File: src/rtl/es_pkg.sv
// Shared bit positions and sizes of the errored-second status register.
// Assumes an 8-bit status byte; positions are fixed by the software view.
package es_pkg;
    localparam int STAT_W   = 8;
    localparam int NUM_EV   = 7;
    localparam int ES_BIT   = 7;
    localparam int TICK_BIT = 6;
    localparam int LBC_BIT  = 0;
    localparam logic [STAT_W-1:0] USED_MASK =
        STAT_W'((1 << ES_BIT) | (1 << TICK_BIT) | (1 << LBC_BIT));
endpackage

File: src/rtl/es_sec_timer.sv
// One-second interval divider: pulses tick for one cycle every SEC_CYCLES
// clocks. Assumes SEC_CYCLES >= 2 and a free-running receive clock.
module es_sec_timer #(
    parameter int SEC_CYCLES = 2048000
) (
    input  logic clk,
    input  logic rst_n,
    output logic tick
);
    localparam int CW = $clog2(SEC_CYCLES);
    localparam logic [CW-1:0] LAST = CW'(SEC_CYCLES - 1);

    logic [CW-1:0] cnt_q;

    // Detect the final count of the interval.
    assign tick = (cnt_q == LAST);

    // Advance the divider, wrapping at the end of each second.
    always_ff @(posedge clk) begin
        if (!rst_n)    cnt_q <= '0;
        else if (tick) cnt_q <= '0;
        else           cnt_q <= cnt_q + 1'b1;
    end

    // an expiry is never followed directly by another.
    p_tick_spacing_r2: assert property (@(posedge clk) disable iff (!rst_n)
        tick |=> !tick);
endmodule

File: src/rtl/es_err_accum.sv
// Errored-second accumulator: ORs enabled event pulses across one interval
// and reports the result on the expiry cycle, then restarts.
// Assumes tick is a single-cycle pulse from the interval timer.
module es_err_accum #(
    parameter int NEV = 7
) (
    input  logic           clk,
    input  logic           rst_n,
    input  logic           tick,
    input  logic [NEV-1:0] ev,
    input  logic [NEV-1:0] en,
    output logic           es_set
);
    logic acc_q;
    logic hit;

    // Any enabled event in the present cycle.
    assign hit    = |(ev & en);
    // The result of the closing interval includes the expiry cycle itself.
    assign es_set = tick & (acc_q | hit);

    // Hold the interval's error memory; clear it once the result is taken.
    always_ff @(posedge clk) begin
        if (!rst_n)    acc_q <= 1'b0;
        else if (tick) acc_q <= 1'b0;
        else           acc_q <= acc_q | hit;
    end
endmodule

File: src/rtl/es_lbk_change.sv
// Status-change detector for the loopback detectors or, in pattern mode,
// the pattern synchroniser lock. Assumes its inputs are already synchronous.
module es_lbk_change (
    input  logic clk,
    input  logic rst_n,
    input  logic prbs_mode,
    input  logic act_det,
    input  logic deact_det,
    input  logic sync_in,
    output logic change
);
    logic act_q, deact_q, sync_q;

    // Compare each source with its previous level; the mode picks one.
    always_comb begin
        if (prbs_mode) change = (sync_in != sync_q);
        else           change = (act_det != act_q) || (deact_det != deact_q);
    end

    // Track all source levels in every mode so a mode switch sees history.
    always_ff @(posedge clk) begin
        if (!rst_n) begin
            act_q   <= 1'b0;
            deact_q <= 1'b0;
            sync_q  <= 1'b0;
        end else begin
            act_q   <= act_det;
            deact_q <= deact_det;
            sync_q  <= sync_in;
        end
    end

    // in pattern mode the loopback detectors cannot raise a change.
    p_mode_ignores_lb_r7: assert property (@(posedge clk) disable iff (!rst_n)
        ($past(rst_n) && prbs_mode && $stable(sync_in)) |-> !change);
endmodule

File: src/rtl/es_int_status.sv
// Interrupt status byte with clear-on-read bits: errored second (7),
// second timer (6) and loopback/pattern status change (0).
// Assumes one read strobe cycle per register read.
module es_int_status
    import es_pkg::*;
#(
    parameter int SEC_CYCLES = 2048000
) (
    input  logic              clk,
    input  logic              rst_n,
    input  logic [NUM_EV-1:0] err_ev,
    input  logic [NUM_EV-1:0] err_en,
    input  logic              lb_act_det,
    input  logic              lb_deact_det,
    input  logic              prbs_sync,
    input  logic              prbs_mode,
    input  logic [STAT_W-1:0] irq_mask,
    input  logic              vis_all,
    input  logic              rd_stb,
    output logic [STAT_W-1:0] status,
    output logic              irq,
    output logic              summary
);
    logic              tick, es_set, lbc_chg;
    logic [STAT_W-1:0] raw, latch_ok, st_q, st_d;

    es_sec_timer #(.SEC_CYCLES(SEC_CYCLES)) u_timer (
        .clk(clk), .rst_n(rst_n), .tick(tick));

    es_err_accum #(.NEV(NUM_EV)) u_accum (
        .clk(clk), .rst_n(rst_n), .tick(tick),
        .ev(err_ev), .en(err_en), .es_set(es_set));

    es_lbk_change u_lbk (
        .clk(clk), .rst_n(rst_n), .prbs_mode(prbs_mode),
        .act_det(lb_act_det), .deact_det(lb_deact_det),
        .sync_in(prbs_sync), .change(lbc_chg));

    // Gather this cycle's events and decide which may latch.
    always_comb begin
        raw           = '0;
        raw[ES_BIT]   = es_set;
        raw[TICK_BIT] = tick;
        raw[LBC_BIT]  = lbc_chg;
        latch_ok      = {STAT_W{vis_all}} | ~irq_mask;
        st_d          = (rd_stb ? '0 : st_q) | (raw & latch_ok);
    end

    // Status byte storage with clear-on-read.
    always_ff @(posedge clk) begin
        if (!rst_n) st_q <= '0;
        else        st_q <= st_d;
    end

    assign status  = st_q;
    assign irq     = |(st_q & ~irq_mask);
    assign summary = irq;

    // unassigned positions never latch.
    p_unused_zero_r2: assert property (@(posedge clk) disable iff (!rst_n)
        (st_q & ~USED_MASK) == '0);
    // an errored second is reported only on a timer expiry.
    p_es_on_tick_r3: assert property (@(posedge clk) disable iff (!rst_n)
        es_set |-> tick);
    // a read with no new event empties the register.
    p_clear_on_read_r8: assert property (@(posedge clk) disable iff (!rst_n)
        (rd_stb && raw == '0) |=> (status == '0));
    // a timer expiry coinciding with a read is kept.
    p_keep_on_read_r9: assert property (@(posedge clk) disable iff (!rst_n)
        (rd_stb && tick && (vis_all || !irq_mask[TICK_BIT])) |=> status[TICK_BIT]);
    // a masked bit stays clear when visibility is off.
    p_no_latch_masked_r10: assert property (@(posedge clk) disable iff (!rst_n)
        (!vis_all && irq_mask[LBC_BIT] && !status[LBC_BIT]) |=> !status[LBC_BIT]);
endmodule

File: config.mk
export PLATFORM = sky130hd
export DESIGN_NAME = es_int_status
export DESIGN_NICKNAME = d
export VERILOG_FILES = /design/src/rtl/es_pkg.sv /design/src/rtl/es_sec_timer.sv /design/src/rtl/es_err_accum.sv /design/src/rtl/es_lbk_change.sv /design/src/rtl/es_int_status.sv
export SDC_FILE = /design/constraint.sdc
export NUM_CORES = 1
export LEC_CHECK = 0
export BUFFER_PORTS_ARGS = -buffer_cell sky130_fd_sc_hd__buf_4
export CAP_MARGIN = 20
export CELL_PAD_IN_SITES_DETAIL_PLACEMENT = 0
export CELL_PAD_IN_SITES_GLOBAL_PLACEMENT = 2
export CORE_AREA = 2 2 69 71
export DETAILED_ROUTE_END_ITERATION = 8
export DIE_AREA = 0 0 71 73
export GPL_TIMING_DRIVEN = 0
export HOLD_SLACK_MARGIN = 0.15
export PLACE_DENSITY = 0.88
export SETUP_SLACK_MARGIN = 0.3
export SYNTH_ARGS = -nofsm -noshare
export SYNTH_HDL_FRONTEND = slang
export SYNTH_SLANG_ARGS = --single-unit
File: constraint.sdc
create_clock -name clk -period 3.8 [get_ports clk]
set_input_delay 0.19 -clock clk [delete_from_list [all_inputs] [get_ports clk]]
set_output_delay 0.19 -clock clk [all_outputs]
set_load 0.01 [all_outputs]
==> reports/metrics.yaml <==
clock_tree:
  htreeDepth: 1
  clock_path_buffers: 2
  post_cts_buffers: 0
  cts_resized: 0
  root_buffer: "clkbuf_8"
  cts_tree: "built"
  cts_sinks: 28
  path_clk_slew_ns: 0.10
  hold_buffers: 4
  cts_made_buffers: 3
  clock_latency_ns: 0.27
sta:
  slew_violations: 0
  rsz0062_at_grt: "false"
  fin_skew_ns: 0.00474
  final_hold_viol_count: 0
  slew_headroom: 0.558
  fmax_ghz: 0.429
  tns_ns: 0
  period_share: 0.613
  setup_viol: 0
  tightestPinTransition_ns: 0.660
  finalCriticalPeriod_ns: 2.33
placed_design:
  place.gp.congestion: 0.719
  placed_cell_area_um2: 1630
  hpwl_um: 2000
  port_buffers: 28
routing:
  wire_per_inst_um: 10.8
  vias_per_cell: 4.72
  vias: 1151
  drt-initial-drc-count: 21
  drc: 0
  wirelength_um: 2640
  drt_first_pass_iters: 4
  drtAntennaViolNets: 0
min_path:
  min_from: "irq_mask[6]"
  hold_path_class: "in -> reg"
floorplanning:
  die_width_um: 71
  die_h_um: 73
  fp.dieArea_um2: 5180
  rows: 25
  num_io_pins: 40
  core_um2: 4540
  start_util: 0.295
logic_synthesis:
  synth-seq-area-share: 0.419
  synth_compound_area_frac: 0.142
  muxShareOfSynthArea: 0
  synthArstFlopShare: 0
  ys.flop_type: "dfxtp_1"
  synth-adder-area-share: 0.00936
  yosysUniqueCellTypes: 34
  synth_edf_count: 0
  synth_top_family_by_area: "simple AND/OR/NAND/NOR gates"
  yosys_warnings: 0
  synthXorXnorAreaFrac: 0.0983
  synth_area_um2: 1340
  syn_inst: 150
  synth-simple-area-share: 0.252
  syn_area_per_cell_um2: 8.91
  ys_ff_latch: 28
critical_path:
  rr_worst_depth: 7
  cp_max_fo: 10
  critPathLaunchType: "flop"
  critical_path_required_ns: 3.97
  cp_slowest_stage_delay_ns: 0.67
  worstPathArrival_ns: 2.50
  critPathKind: "reg -> reg"
  worst_setup_path_end_kind: "flop"
  r2r_slack_ns: 1.47
  crit_chain: "ha_1 -> nand2_1 -> or3_1 -> buf_6 -> o41ai_4 -> buf_6 -> nor2_1"
  cp_common_cell: "buf_6"
  critical_path.startpoint: "u_timer.cnt_q[0]"
  slowest_stage: "o41ai_4"
  r2r-end: "u_timer.cnt_q[4]"
  crit_path_end: "u_timer.cnt_q[4]"
  r2r-start: "u_timer.cnt_q[0]"
power_and_ir_drop:
  total_power_mw: 0.595
  powerDensity_nw_per_um2: 342
  power_leakage_nw: 0.680
  irDropWorstVdd_uv: 171
final_layout:
  final_layout_size_suffix_gt1_frac: 0.226
  fin_area_um2: 1740
  final_cell_mix: "buf_4, dfxtp_1, nor2_1, xnor2_1"
  final_common_cell: "buf_4"
  finalNetCount: 222
  diodes: 0
  syn_to_final_growth_pct: 30.2
run_status:
  status: "finished, final reports clean"
global_routing:
  grt_pass1_wl_um: 4510
  grt_max_degree: 17
  grt_pass1_vias: 1039
  grt_overflow_total: 0
  antenna_found_initial: 0
  grt_usage: 0.106
run:
  maxCapViolations: 0
[how the worst min path moves through the flow]
stage / to / slack, ns / depth (start not counted)
floorplan: status[7] / 0.31 / 1
global placement: u_lbk.act_q / 0.41 / 2
detailed placement: u_lbk.act_q / 0.42 / 2
CTS: status[6] / 0.18 / 3
global route: status[6] / 0.20 / 3
finish: status[6] / 0.19 / 3
[cells in the mapped netlist, drive strengths merged (2+ instances only)]
cell    instances  share of area
clkbuf          2         0.0056
o21ai           4          0.015
nor4            3          0.014
a22oi           3          0.017
dfxtp          28           0.42
buf             8          0.051
a21oi           8          0.030
nand3           7          0.026
xor2            5          0.033
and2            3          0.014
xnor2          10          0.066
o31ai           4          0.022
nand2           8          0.022
or3             5          0.023
o221ai          2          0.013
inv             7          0.020
or4             6          0.034
nor2           20          0.056
nand4           4          0.030
[routing by layer]
metal | track usage | vias to the layer above | wire, um
met5 | 0 | - | 0
met2 | 0.179 | 21 | 1310
met3 | 0.0207 | 2 | 88
met4 | 0.0314 | 0 | 16
li1 | - | 599 | -
met1 | 0.139 | 529 | 1230
[where the power goes]
part	internal [mW]	total [mW]	switching (mW)
registers	0.299	0.303	0.00365
logic	0.0368	0.0602	0.0234
clock network	0.141	0.232	0.0910
total	0.477	0.595	0.118
[layout make-up]
class	instances	area, um^2
plain buffers	10	75.1
clock buffers	3	41.3
clock inverters	1	30.0
fillers	481	2800
inverters	7	26.3
multi-input cells	109	689
flip-flops and latches	28	561
well taps	54	67.6
repair buffers	32	250
[registers in the layout (all words and copies together), names as in the netlist]
name and count:
status 3, u_accum.acc_q 1, u_lbk.act_q 1, u_lbk.deact_q 1, u_lbk.sync_q 1, u_timer.cnt_q 21
[worst max-delay path, delay by kind of cell, from the launching register on]
family / cells / cell delay [ns]
AOI/OAI and AO/OA: 1 / 0.67
and+or+nand+nor: 3 / 0.59
buffers and inverters: 2 / 0.38
DFF: 1 / 0.36
adders and majority gates: 1 / 0.23
[logic make-up (layout without fill, tap and decap cells)]
group	Yosys count	after routing
buf+inv	17	53
xor+xnor	15	15
simple gates	62	62
compound gates	26	26
flops	28	28
other cells	1	5
fa+ha+maj	1	1
[stage by stage]
step | worst slack, ns | util | cells | hold WS (ns)
finish | 1.47 | 0.384 | 244 | 0.189
global route | 1.26 | 0.384 | 244 | 0.203
CTS | 1.42 | 0.384 | 244 | 0.180
detailed placement | 1.45 | 0.359 | 236 | 0.415
global placement | 1.44 | 0.359 | 236 | 0.411
floorplan | 1.77 | - | 154 | 0.309
Power figures use the tool's default switching activity.
